### src/rtl/qmt_pkg.sv
package qmt_pkg;

  // Indices of the decision bits inside the packed decision vector.
  localparam int unsigned DEC_ONE_SHAL = 0;
  localparam int unsigned DEC_TWO_SHAL = 1;
  localparam int unsigned DEC_ONE_DEEP = 2;
  localparam int unsigned DEC_MIXED    = 3;
  localparam int unsigned DEC_TWO_DEEP = 4;
  localparam int unsigned DEC_W        = 5;

  typedef logic [DEC_W-1:0] decision_t;

endpackage

### src/rtl/qmt_merge.sv
// Promotes deep flags into the shallow set, one quadrant at a time.
module qmt_merge #(
  parameter int unsigned NUM_QUAD = 4
) (
  input  logic [NUM_QUAD-1:0] deep_i,
  input  logic [NUM_QUAD-1:0] shallow_i,
  output logic [NUM_QUAD-1:0] eff_shallow_o
);

  for (genvar q = 0; q < NUM_QUAD; q++) begin : g_quad
    assign eff_shallow_o[q] = shallow_i[q] | deep_i[q];
  end

endmodule

### src/rtl/qmt_popcount.sv
// Counts set bits of a flag vector.
module qmt_popcount #(
  parameter int unsigned NUM_QUAD = 4,
  localparam int unsigned CNT_W   = $clog2(NUM_QUAD + 1)
) (
  input  logic [NUM_QUAD-1:0] flags_i,
  output logic [CNT_W-1:0]    count_o
);

  always_comb begin
    count_o = '0;
    for (int unsigned q = 0; q < NUM_QUAD; q++) begin
      count_o = count_o + CNT_W'(flags_i[q]);
    end
  end

endmodule

### src/rtl/qmt_decide.sv
// Compares the two counts against thresholds and registers the result.
module qmt_decide
  import qmt_pkg::*;
#(
  parameter int unsigned NUM_QUAD = 4,
  localparam int unsigned CNT_W   = $clog2(NUM_QUAD + 1)
) (
  input  logic             clk,
  input  logic             rst_n,
  input  logic [CNT_W-1:0] deep_cnt_i,
  input  logic [CNT_W-1:0] shal_cnt_i,
  output decision_t        dec_o
);

  localparam logic [CNT_W-1:0] ONE = CNT_W'(1);
  localparam logic [CNT_W-1:0] TWO = CNT_W'(2);

  decision_t dec_d;
  decision_t dec_q;
  logic      dec_en;

  assign dec_en = 1'b1;

  always_comb begin
    dec_d               = '0;
    dec_d[DEC_ONE_SHAL] = (shal_cnt_i >= ONE);
    dec_d[DEC_TWO_SHAL] = (shal_cnt_i >= TWO);
    dec_d[DEC_ONE_DEEP] = (deep_cnt_i >= ONE);
    dec_d[DEC_TWO_DEEP] = (deep_cnt_i >= TWO);
    // The deep quadrant is itself in the shallow count, so a distinct
    // shallow quadrant exists exactly when the shallow count reaches two.
    dec_d[DEC_MIXED]    = (deep_cnt_i >= ONE) && (shal_cnt_i >= TWO);
  end

  always_ff @(posedge clk or negedge rst_n) begin
    if (!rst_n) begin
      dec_q <= '0;
    end else if (dec_en) begin
      dec_q <= dec_d;
    end
  end

  assign dec_o = dec_q;

endmodule

### src/rtl/qmt_trigger.sv
module qmt_trigger
  import qmt_pkg::*;
#(
  parameter int unsigned NUM_QUAD = 4,
  localparam int unsigned CNT_W   = $clog2(NUM_QUAD + 1)
) (
  input  logic                clk,
  input  logic                rst_n,
  input  logic [NUM_QUAD-1:0] deep_i,
  input  logic [NUM_QUAD-1:0] shallow_i,
  output logic                trig_one_shallow_o,
  output logic                trig_two_shallow_o,
  output logic                trig_one_deep_o,
  output logic                trig_deep_shallow_o,
  output logic                trig_two_deep_o
);

  logic [NUM_QUAD-1:0] eff_shal;
  logic [CNT_W-1:0]    deep_cnt;
  logic [CNT_W-1:0]    shal_cnt;
  decision_t           dec;

  qmt_merge #(.NUM_QUAD(NUM_QUAD)) u_merge (
    .deep_i        (deep_i),
    .shallow_i     (shallow_i),
    .eff_shallow_o (eff_shal)
  );

  qmt_popcount #(.NUM_QUAD(NUM_QUAD)) u_cnt_deep (
    .flags_i (deep_i),
    .count_o (deep_cnt)
  );

  qmt_popcount #(.NUM_QUAD(NUM_QUAD)) u_cnt_shal (
    .flags_i (eff_shal),
    .count_o (shal_cnt)
  );

  qmt_decide #(.NUM_QUAD(NUM_QUAD)) u_decide (
    .clk        (clk),
    .rst_n      (rst_n),
    .deep_cnt_i (deep_cnt),
    .shal_cnt_i (shal_cnt),
    .dec_o      (dec)
  );

  assign trig_one_shallow_o  = dec[DEC_ONE_SHAL];
  assign trig_two_shallow_o  = dec[DEC_TWO_SHAL];
  assign trig_one_deep_o     = dec[DEC_ONE_DEEP];
  assign trig_deep_shallow_o = dec[DEC_MIXED];
  assign trig_two_deep_o     = dec[DEC_TWO_DEEP];

endmodule

### config.mk
export PLATFORM = sky130hd
export DESIGN_NAME = qmt_trigger
export DESIGN_NICKNAME = d
export VERILOG_FILES = /design/src/rtl/qmt_pkg.sv /design/src/rtl/qmt_merge.sv /design/src/rtl/qmt_popcount.sv /design/src/rtl/qmt_decide.sv /design/src/rtl/qmt_trigger.sv
export SDC_FILE = /design/constraint.sdc
export NUM_CORES = 1
export LEC_CHECK = 0
export BUFFER_PORTS_ARGS = -buffer_cell sky130_fd_sc_hd__buf_2
export CAP_MARGIN = 5
export CORE_AREA = 2 2 39 41
export CTS_CLUSTER_SIZE = 8
export DETAILED_ROUTE_END_ITERATION = 7
export DIE_AREA = 0 0 41 43
export GPL_TIMING_DRIVEN = 0
export REMOVE_ABC_BUFFERS = 1
export SYNTH_ARGS = -nofsm -noshare
export SYNTH_HDL_FRONTEND = slang
export SYNTH_SLANG_ARGS = --single-unit
### constraint.sdc
create_clock -name clk -period 0.8 [get_ports clk]
set_input_delay 0.16 -clock clk [delete_from_list [all_inputs] [get_ports clk]]
set_output_delay 0.16 -clock clk [all_outputs]
set_load 0.005 [all_outputs]
Yosys cells after proc, flatten, opt, wreduce, memory -nomap -nowiden
Index checks and enable logic that the tools add are counted.

word-level totals
  bits in registers = 5
  bits of input ports = 10
  output and inout bits = 5
  logic and storage cells = 16

cells by class
  $add $sub $neg = 6
  order comparisons = 4
  bitwise gates (word level) = 4
  reduce and logical (&&, ||, !) cells = 1

operators by type and width
  operator                                                            number
  adder 3 x 1 -> 3 bit                                                4
  greater-or-equal comparator 3 x 1 -> 1 bit (second input constant)  2
  greater-or-equal comparator 3 x 2 -> 1 bit (second input constant)  2
  adder 1 x 1 -> 2 bit                                                2
  OR 1 bit                                                            4
  logical AND 1 bit                                                   1

Logic depth before layout (Yosys ltp)
Gate-level depths: netlist of run 1.

  depth after elaboration = 6
  gate-level depth with buffers = 7
  gate-level depth less buffers = 7

Cells and area by module
From an unflattened synthesis of run 1, not the netlist that was laid out.

unflattened totals
  cell total of the unflattened synthesis = 30
  area total of the unflattened synthesis = 312.8 um^2

modules (own cells, without submodules)
  module        instances  cells an instance  area each (um^2)  sequential area each (um^2)
  qmt_decide    1          10                 160.2             125.1
  qmt_popcount  2          8                  63.8              0.0
  qmt_merge     1          4                  25.0              0.0

Worst setup path after synthesis of run 1
Ideal clock, no wire load.

  path kind = input port to flip-flop
  from = in shallow_i[0]
  to = reg u_decide.dec_q[0], in the netlist u_decide.dec_o[0]
  setup time = 95 ps
  arrival = 1635 ps
  data required time = 705 ps
  slack = -930 ps
  stages = 5
  cells stage by stage = or2_2 -> ha_1 -> fa_1 -> ha_1 -> o31ai_1

between the ends
  longest elaborated chain between the ends = 5

ends and longest elaborated chain
  element                                     line                source
  start: declaration                          qmt_trigger.sv:10   input logic [NUM_QUAD-1:0] shallow_i,
  OR 1 bit                                    qmt_merge.sv:11     assign eff_shallow_o[q] = shallow_i[q] | deep_i[q];
  adder 1 x 1 -> 2 bit                        qmt_popcount.sv:13  count_o = count_o + CNT_W'(flags_i[q]);
  adder 3 x 1 -> 3 bit (2 in series)          qmt_popcount.sv:13
  greater-or-equal comparator 3 x 1 -> 1 bit  qmt_decide.sv:26    dec_d[DEC_ONE_SHAL] = (shal_cnt_i >= ONE);
  named net u_decide.dec_d[0]                 qmt_decide.sv:18    decision_t dec_d;
  end signal: assignment                      qmt_decide.sv:37    dec_q <= '0;
  end signal: assignment                      qmt_decide.sv:39    dec_q <= dec_d;
  end: declaration                            qmt_decide.sv:19    decision_t dec_q;

The timed path passes the listed nets, and every way through them passes these cells.

Worst setup path in the final report of run 1
  from = in shallow_i[0]
  to = reg u_decide.dec_q[3], in the netlist u_decide.dec_o[3]

between the ends
  longest elaborated chain between the ends = 6

ends and longest elaborated chain
  element                                     line                source
  OR 1 bit                                    qmt_merge.sv:11
  adder 1 x 1 -> 2 bit                        qmt_popcount.sv:13
  adder 3 x 1 -> 3 bit (2 in series)          qmt_popcount.sv:13
  greater-or-equal comparator 3 x 2 -> 1 bit  --
  named net u_decide.dec_d[1]                 qmt_decide.sv:18
  logical AND 1 bit                           qmt_decide.sv:32    dec_d[DEC_MIXED] = (deep_cnt_i >= ONE) && (shal_cnt_i >= TWO);
  named net u_decide.dec_d[3]                 qmt_decide.sv:18

The timed path passes the listed nets, and every way through them passes these cells.

==> flow_metrics.tcl, run 1 <==
set metrics [dict create \
    htreeDepth 1 \
    async_reset_ff_frac 1.00 \
    place_ws_ps -1120 \
    drtPass1Iterations 1 \
    cp-start-kind "primary input" \
    hp-class "in -> async" \
    grt_pass1_wl_um 1060 \
    post_drt_via_cell_ratio 3.95 \
    wirelength_um 642 \
    maxSlewHeadroom 0.888 \
    antenna_found_initial 0 \
    cts-root-buf "clkbuf_4" \
    swShare 0.266 \
    cts_tree "done" \
    ys.flop_type "dfrtp_1" \
    drc_errors 0 \
    detail_route.wl_per_cell_um 9.73 \
    drv_slew 0 \
    setup_ws_ps -566 \
    fin_crit_sh 1.71 \
    p_int_uw 650 \
    synth_cells 30 \
    p_seq_frac 0.323 \
    synth-seq-area-share 0.380 \
    dr.first_iter.drc_count 0 \
    power_density_mw_per_mm2 1500 \
    grt_max_degree 6 \
    setup_viol_count_final 10 \
    synth_area_leaders "dfrtp_1 38%, ha_1 23%, fa_1 12%" \
    fmax_mhz 732 \
    irDropWorstVdd_uv 551 \
    synth_edf_count 0 \
    final_util 0.427 \
    path_clk_slew_ps 40 \
    largest_reg_flops 5 \
    avgSynthCellArea_um2 11.0 \
    grtUsageTotal 0.0946 \
    nets 69 \
    die_h_um 43 \
    rows 14 \
    worst-path-max-fanout 2 \
    layout-drive-gt1-share 0.780 \
    area_growth_pct 79.5 \
    ioPinCount 15 \
    dieArea_mm2 0.00176 \
    gp_congestion 0.584 \
    diodes 0 \
    synth_warnings 0 \
    pwr-share-comb 0.355 \
    outcome "finished with violations" \
    power_uw 887 \
    final_cell_area_um2 591 \
    dpl.hpwl_um 448 \
    violations "setup timing" \
    worstSetupPathType "in -> reg" \
    ys_types 8 \
    ant_nets 0 \
    core_area_mm2 0.00138 \
    netlist.area_leader.share 0.380 \
    vias 261 \
    synthTopCellsByCount "10 x inv_1, 6 x ha_1, 5 x dfrtp_1" \
    port-buffer-count 14 \
    layout_min_cycle_time_ps 1370 \
    hold_ws_ps 262 \
    leakage_nw 0.258 \
    cts_max_path_buffers 2 \
    worst_pin_slew_ps 167 \
    die_w_um 41 \
    critical_path_arrival_ps 1500 \
    placed_area_um2 419 \
    cts.sinks 5 \
    rsz0062_at_grt "yes" \
    maxCapViolations 0 \
    hold_viol_final 0 \
    end_kind "register" \
    ys_seq_elements 5 \
    synth.most_common_cell "inv_1" \
    yosysTopAreaCell "dfrtp_1" \
    cts_made_buffers 3 \
    grt_pass1_vias 265 \
    overflow 0 \
    power_switching_uw 236 \
    initial_core_util 0.238 \
    clkPwrFrac 0.322 \
    syn_area_um2 329 \
    crit_required_ps 930 \
]
==> power by group through the flow <==
stage	Sequential [mW]	Clock (mW)	Combinational (mW)
after floorplan	0.297	0	0.0965
after global routing	0.290	0.312	0.351
final	0.287	0.286	0.315
after CTS	0.287	0.305	0.277
after global placement	0.290	0	0.166
after detailed placement	0.291	0	0.178
==> through the flow <==
step / TNS [ps] / std cells
3_3_place_gp: -4220 / 60
4_1_cts: -2490 / 65
5_1_grt: -2780 / 66
3_5_place_dp: -4320 / 60
2_1_floorplan: -3430 / 30
6_report: -2510 / 66
==> worst max-delay path, cell delays in order <==
cell    delay [ps]
buf_6           90
or2_4          250
ha_4           240
fa_2           370
inv_2           80
ha_4           140
inv_2           40
and2_4         140
==> final timing paths <==
| kind | startpoint | to | slack [ps] | cells after the start |
|---|---|---|---|---|
| max in group asynchronous | rst_n | u_decide.dec_o[2] | 410 | 2 |
| min in group clk | deep_i[1] | u_decide.dec_o[2] | 380 | 4 |
| min | rst_n | u_decide.dec_o[3] | 260 | 2 |
| max | shallow_i[0] | u_decide.dec_o[3] | -570 | 8 |
==> per-layer routing <==
| metal | wire length (µm) | vias up | GRT usage |
|---|---|---|---|
| met5 | 0 | - | 0 |
| met4 | 0 | 0 | 0.0800 |
| met3 | 72 | 0 | 0.0157 |
| met2 | 361 | 14 | 0.159 |
| met1 | 208 | 119 | 0.0906 |
| li1 | - | 128 | - |
==> cell usage in the layout, fill, tap and decap left out <==
cell type      count
inv_1              4
fa_2               2
and2_4             1
clkbuf_1           1
dfrtp_1            5
dlygate4sd3_1      1
buf_2             11
inv_2              6
o31ai_2            1
or2_4              2
or2_2              2
clkbuf_4           3
buf_6              3
o31ai_4            1
buf_8              1
ha_4               6
==> repair_timing <==
action | in CTS | in global routing
pin swaps | 6 | 1
endpoints found under the hold margin | 5 | 0
gates cloned | 0 | 0
hold buffers | 1 | 0
gates resized for setup | 21 | 5
buffers inserted | 0 | 1
endpoints found under the setup margin | 10 | 10
==> layout make-up <==
class,count,area (µm²)
Tap cell,16,20.0
Clock buffer,4,26.3
Inverter,10,37.5
Sequential cell,5,125
Timing Repair Buffer,16,114
Multi-Input combinational cell,15,268
Fill cell,138,793
==> cells by family (layout without fill, tap and decap cells) <==
family                   Yosys count  count (layout)  synth area share
flip-flops                         5               5             0.380
adder cells (fa/ha/maj)            8               8             0.350
buffers and inverters             10              30             0.114
AND/OR/NAND/NOR                    5               5            0.0951
AO/OA/AOI/OAI                      2               2            0.0608
No activity file was read; power rests on OpenSTA's default activity.
==> run 2, diff against run 1 <==
--- a/config.mk
+++ b/config.mk
@@ -12,7 +12,7 @@
 export DETAILED_ROUTE_END_ITERATION = 7
 export DIE_AREA = 0 0 41 43
 export GPL_TIMING_DRIVEN = 0
-export REMOVE_ABC_BUFFERS = 1
+export SETUP_SLACK_MARGIN = 0.02
 export SYNTH_ARGS = -nofsm -noshare
 export SYNTH_HDL_FRONTEND = slang
 export SYNTH_SLANG_ARGS = --single-unit
==> run 2 against run 1 <==
  * The run still ends with setup timing left
  * First-iteration DRC count unchanged
  * Sequential cell count did not move
  * Global-route usage is 2.0 points lower
  * Critical path depth decreased by 2
  * Wire length down 17%
  * Core utilization decreased by 0.45 points
  * Critical endpoint is now u_decide.dec_o[0]
  * Count of clock-buffer cells in the layout unchanged
  * Largest power group unchanged
  * Worst setup slack got worse by 4.3 ps
  * Via count shrank 1.5%
  * Sequential power about the same
  * Non-clock buffer count up 1
  * Hold slack improved by 6.1 ps
==> flow_metrics.tcl, run 2 (same netlist as run 1, synthesis figures left out) <==
set metrics [dict create \
    layout-drive-gt1-share 0.725 \
    setup_ws_ps -570 \
    grt_pass1_vias 255 \
    final_cell_mix "12 x buf_2, 6 x ha_4, 5 x inv_2, 5 x inv_1, 5 x dfrtp_1" \
    layout_min_cycle_time_ps 1370 \
    hp-class "in -> async" \
    port-buffer-count 14 \
    drc_errors 0 \
    grt_max_degree 6 \
    diodes 0 \
    nets 70 \
    path_clk_slew_ps 40 \
    gp_congestion 0.593 \
    drv_slew 0 \
    area_growth_pct 77.6 \
    worst-path-max-fanout 2 \
    crit_required_ps 950 \
    dieArea_mm2 0.00176 \
    grtUsageTotal 0.0744 \
    overflow 0 \
    dr.first_iter.drc_count 0 \
    dpl.hpwl_um 465 \
    cts.sinks 5 \
    fmax_mhz 730 \
    leakage_nw 0.259 \
    ant_nets 0 \
    final_common_cell "buf_2" \
    antenna_found_initial 0 \
    cts_max_path_buffers 2 \
    rows 14 \
    grt_pass1_wl_um 828 \
    post_drt_via_cell_ratio 3.84 \
    maxSlewHeadroom 0.878 \
    outcome "finished with violations" \
    die_h_um 43 \
    cts-root-buf "clkbuf_4" \
    drtPass1Iterations 1 \
    irDropWorstVdd_uv 440 \
    final_cell_area_um2 584 \
    synth_nets 48 \
    violations "setup timing" \
    instances_no_fill 67 \
    finalSetupTns_ps -2590 \
    initial_core_util 0.238 \
    cts_tree "done" \
    wirelength_um 532 \
    core_area_mm2 0.00138 \
    detail_route.wl_per_cell_um 7.94 \
    setup_viol_count_final 10 \
    power_density_mw_per_mm2 1480 \
    dp_cells 60 \
    rsz0062_at_grt "yes" \
    htreeDepth 1 \
    vias 257 \
    power_uw 862 \
    cts_made_buffers 3 \
    cp-start-kind "primary input" \
    critical_path_arrival_ps 1520 \
    worst_pin_slew_ps 182 \
    final_util 0.422 \
    placed_area_um2 492 \
    end_kind "register" \
    die_w_um 41 \
    largest_reg_flops 5 \
    maxCapViolations 0 \
    hold_viol_final 0 \
    worstSetupPathType "in -> reg" \
    ioPinCount 15 \
    fin_crit_sh 1.71 \
]
-- run 2: cell types whose count changed in the layout (fill, tap and decap cells not counted), sizes merged --
| cell | before | now |
|---|---|---|
| buf | 15 | 16 |
-- run 2: worst paths after layout --
kind	depth (start not counted)	slack, ps	startpoint	endpoint
min	2	270	rst_n	u_decide.dec_o[3]
min in group clk	5	430	deep_i[1]	u_decide.dec_o[4]
max	6	-570	deep_i[1]	u_decide.dec_o[0]
max in group asynchronous	2	400	rst_n	u_decide.dec_o[2]
-- run 2: area by class of cell --
type                            count  area (µm²)
Inverter                           10        37.5
Tap cell                           16        20.0
Fill cell                         132         800
Clock buffer                        4        26.3
Multi-Input combinational cell     15         260
Sequential cell                     5         125
Timing Repair Buffer               17         115
-- run 2: where the power goes --
part / total, mW / switching [mW] / internal (mW) / leakage [nW]
combinational: 0.292 / 0.124 / 0.167 / 0.193
sequential: 0.287 / 0.00575 / 0.281 / 0.0515
clock: 0.283 / 0.0951 / 0.188 / 0.0150
-- run 2: metrics by stage --
stage	setup WS [ps]	hold WS, ps
CTS	-568	258
detailed placement	-868	-22.5
global placement	-854	-24.8
global route	-597	267
finish	-570	268
floorplan	-682	-136
-- run 2: critical path, cell delays in order --
cell and delay, ps:
buf_8 100, or2_4 250, ha_4 240, fa_2 370
ha_4 220, o31ai_1 180
-- run 2: timing repair --
action | in CTS | in global routing
pin swaps | 6 | 6
buffers inserted | 2 | 1
hold endpoints to repair | 5 | 0
resized for setup | 7 | 2
hold buffers | 1 | 0
setup endpoints to repair | 10 | 10
-- run 2: per-layer routing --
layer | wire length, µm | vias up | GRT usage
li1 | - | 130 | -
met1 | 200 | 112 | 0.0484
met4 | 0 | 0 | 0.0800
met2 | 264 | 15 | 0.128
met5 | 0 | - | 0
met3 | 67 | 0 | 0.0314
==> run 3, diff against run 2 <==
--- a/config.mk
+++ b/config.mk
@@ -15,4 +15,5 @@
 export SETUP_SLACK_MARGIN = 0.02
 export SYNTH_ARGS = -nofsm -noshare
 export SYNTH_HDL_FRONTEND = slang
+export SYNTH_HIERARCHICAL = 1
 export SYNTH_SLANG_ARGS = --single-unit
==> constraint.sdc (replaced) <==
create_clock -name clk -period 0.8 [get_ports clk]
set_input_delay 0.24 -clock clk [delete_from_list [all_inputs] [get_ports clk]]
set_output_delay 0.24 -clock clk [all_outputs]
set_load 0.005 [all_outputs]
==> run 3 against run 2 <==
  * The flow still finishes with violations (setup timing)
  * Synthesized cell count stayed put
  * Clock power hardly changed
  * Global-route usage rose by 1.7 points
  * Count of clock-buffer cells in the layout unchanged
  * Final area is 7.1% lower
  * Via count is 3.1% higher
==> flow_metrics.tcl, run 3 <==
set metrics [dict create \
    nets 68 \
    critical_path.slowest_cell "fa_1" \
    fmax_mhz 600 \
    synth_warnings 6 \
    worst-path-max-fanout 3 \
    synth_edf_count 0 \
    end_kind "register" \
    power_switching_uw 228 \
    irDropWorstVdd_uv 416 \
    layout_min_cycle_time_ps 1670 \
    cts_max_path_buffers 2 \
    avgSynthCellArea_um2 10.4 \
    overflow 0 \
    outcome "finished with violations" \
    rows 14 \
    synthTopCellsByCount "10 x inv_1, 5 x dfrtp_1, 4 x ha_1, 4 x or2_1" \
    htreeDepth 1 \
    setup_viol_count_final 10 \
    cts_tree "done" \
    grt_max_degree 6 \
    layout-drive-gt1-share 0.608 \
    largest_reg_flops 5 \
    yosysTopAreaCell "dfrtp_1" \
    antenna_found_initial 0 \
    ys.flop_type "dfrtp_1" \
    dieArea_mm2 0.00176 \
    vias 265 \
    dpl.hpwl_um 489 \
    swShare 0.249 \
    pwr-share-comb 0.349 \
    cp-start-kind "primary input" \
    post_drt_via_cell_ratio 3.96 \
    cts_made_buffers 3 \
    fin_crit_sh 2.08 \
    grt_pass1_vias 286 \
    setup_ws_ps -868 \
    crit_required_ps 910 \
    worst_pin_slew_ps 110 \
    drc_errors 0 \
    grt_pass1_wl_um 1000 \
    clkPwrFrac 0.309 \
    synth_nets 46 \
    maxCapViolations 0 \
    synth_cells 30 \
    final_util 0.392 \
    cp_cell_sequence "buf_2 -> or2_1 -> inv_2 -> fa_1 -> inv_1 -> ha_2 -> ha_4 -> or3_4" \
    final_cell_mix "10 x buf_2, 5 x inv_1, 5 x dfrtp_1" \
    ioPinCount 15 \
    synth-seq-area-share 0.400 \
    wirelength_um 576 \
    final_common_cell "buf_2" \
    dr.first_iter.drc_count 5 \
    netlist.area_leader.share 0.400 \
    hold_viol_final 0 \
    grtUsageTotal 0.0915 \
    initial_core_util 0.226 \
    maxSlewHeadroom 0.927 \
    die_h_um 43 \
    critical_path_arrival_ps 1780 \
    rsz0062_at_grt "yes" \
    final_cell_area_um2 543 \
    syn_area_um2 313 \
    ys_types 8 \
    async_reset_ff_frac 1.00 \
    finalSetupTns_ps -4520 \
    diodes 0 \
    cts.sinks 5 \
    p_int_uw 689 \
    ant_nets 0 \
    max_stage_delay_ps 400 \
    gp_congestion 0.648 \
    synth_area_leaders "dfrtp_1 40%, ha_1 16%, fa_1 13%" \
    detail_route.wl_per_cell_um 8.60 \
    leakage_nw 0.265 \
    drtPass1Iterations 3 \
    p_seq_frac 0.342 \
    cts-root-buf "clkbuf_4" \
    path_clk_slew_ps 40 \
    violations "setup timing" \
    core_area_mm2 0.00138 \
    placed_area_um2 445 \
    area_growth_pct 73.6 \
    power_density_mw_per_mm2 1690 \
    port-buffer-count 14 \
    hp-class "in -> async" \
    ys_seq_elements 5 \
    die_w_um 41 \
    drv_slew 0 \
    worstSetupPathType "in -> reg" \
    synth.most_common_cell "inv_1" \
]
## run 3: cell types whose count changed after synthesis, sizes merged
| cell | change |
|---|---|
| or2 | +2 |
| o31ai | -2 |
| o32a | +1 |
| or3 | +2 |
| ha | -2 |
| and2 | -1 |
## run 3: cell type report
type                            count  area [µm²]
Fill cell                         151         841
Timing Repair Buffer               17         136
Sequential cell                     5         125
Inverter                           10        45.0
Multi-Input combinational cell     15         190
Clock buffer                        4        26.3
Tap cell                           16        20.0
## run 3: what timing repair did
item / 4_1_cts / 5_1_grt
resized for setup: 6 / 5
hold endpoints to repair: 5 / 0
pin swaps: 8 / 4
hold buffers: 1 / 0
setup endpoints to repair: 10 / 10
buffers inserted: 1 / 1
## run 3: worst max-delay path, delay by kind of cell
kind | cells | cell delay, ps
buffers and inverters | 3 | 230
and+or+nand+nor | 2 | 530
adders and majority gates | 3 | 780
## run 3: layer usage
metal / global-route usage / vias up / routed length [µm]
met5: 0 / - / 0
met2: 0.150 / 16 / 318
met3: 0.0419 / 2 / 61
met1: 0.0647 / 117 / 185
met4: 0.100 / 0 / 10
li1: - / 130 / -
## run 3: path summary, 6_finish.rpt
kind | depth (start not counted) | end | start
worst max-delay path | 8 | u_decide/dec_o[0] | deep_i[1]
min in group clk | 3 | u_decide/dec_o[2] | deep_i[2]
max in group asynchronous | 2 | u_decide/dec_o[0] | rst_n
worst min-delay path | 2 | u_decide/dec_o[2] | rst_n
## run 3: power groups by stage
stage | Clock [mW] | Sequential, mW | Combinational (mW)
2_1_floorplan | 0 | 0.329 | 0.161
3_3_place_gp | 0 | 0.316 | 0.270
3_5_place_dp | 0 | 0.319 | 0.278
4_1_cts | 0.299 | 0.314 | 0.306
5_1_grt | 0.326 | 0.323 | 0.373
6_report | 0.284 | 0.314 | 0.320
## run 3: logic make-up (layout without fill, tap and decap cells)
family | Yosys count | count (layout) | synth area share
buf+inv | 10 | 31 | 0.120
simple gates | 8 | 8 | 0.160
fa+ha+maj | 6 | 6 | 0.288
flops | 5 | 5 | 0.400
compound gates | 1 | 1 | 0.0320
## run 3: through the flow
stage	total power [mW]	cells	setup WS, ps	hold WS (ps)
after floorplan	0.490	30	-1000	-55.6
after global placement	0.585	60	-1170	52.3
after detailed placement	0.597	60	-1210	56.7
after CTS	0.920	66	-890	338
after global routing	1.02	67	-895	348
final	0.917	67	-868	349
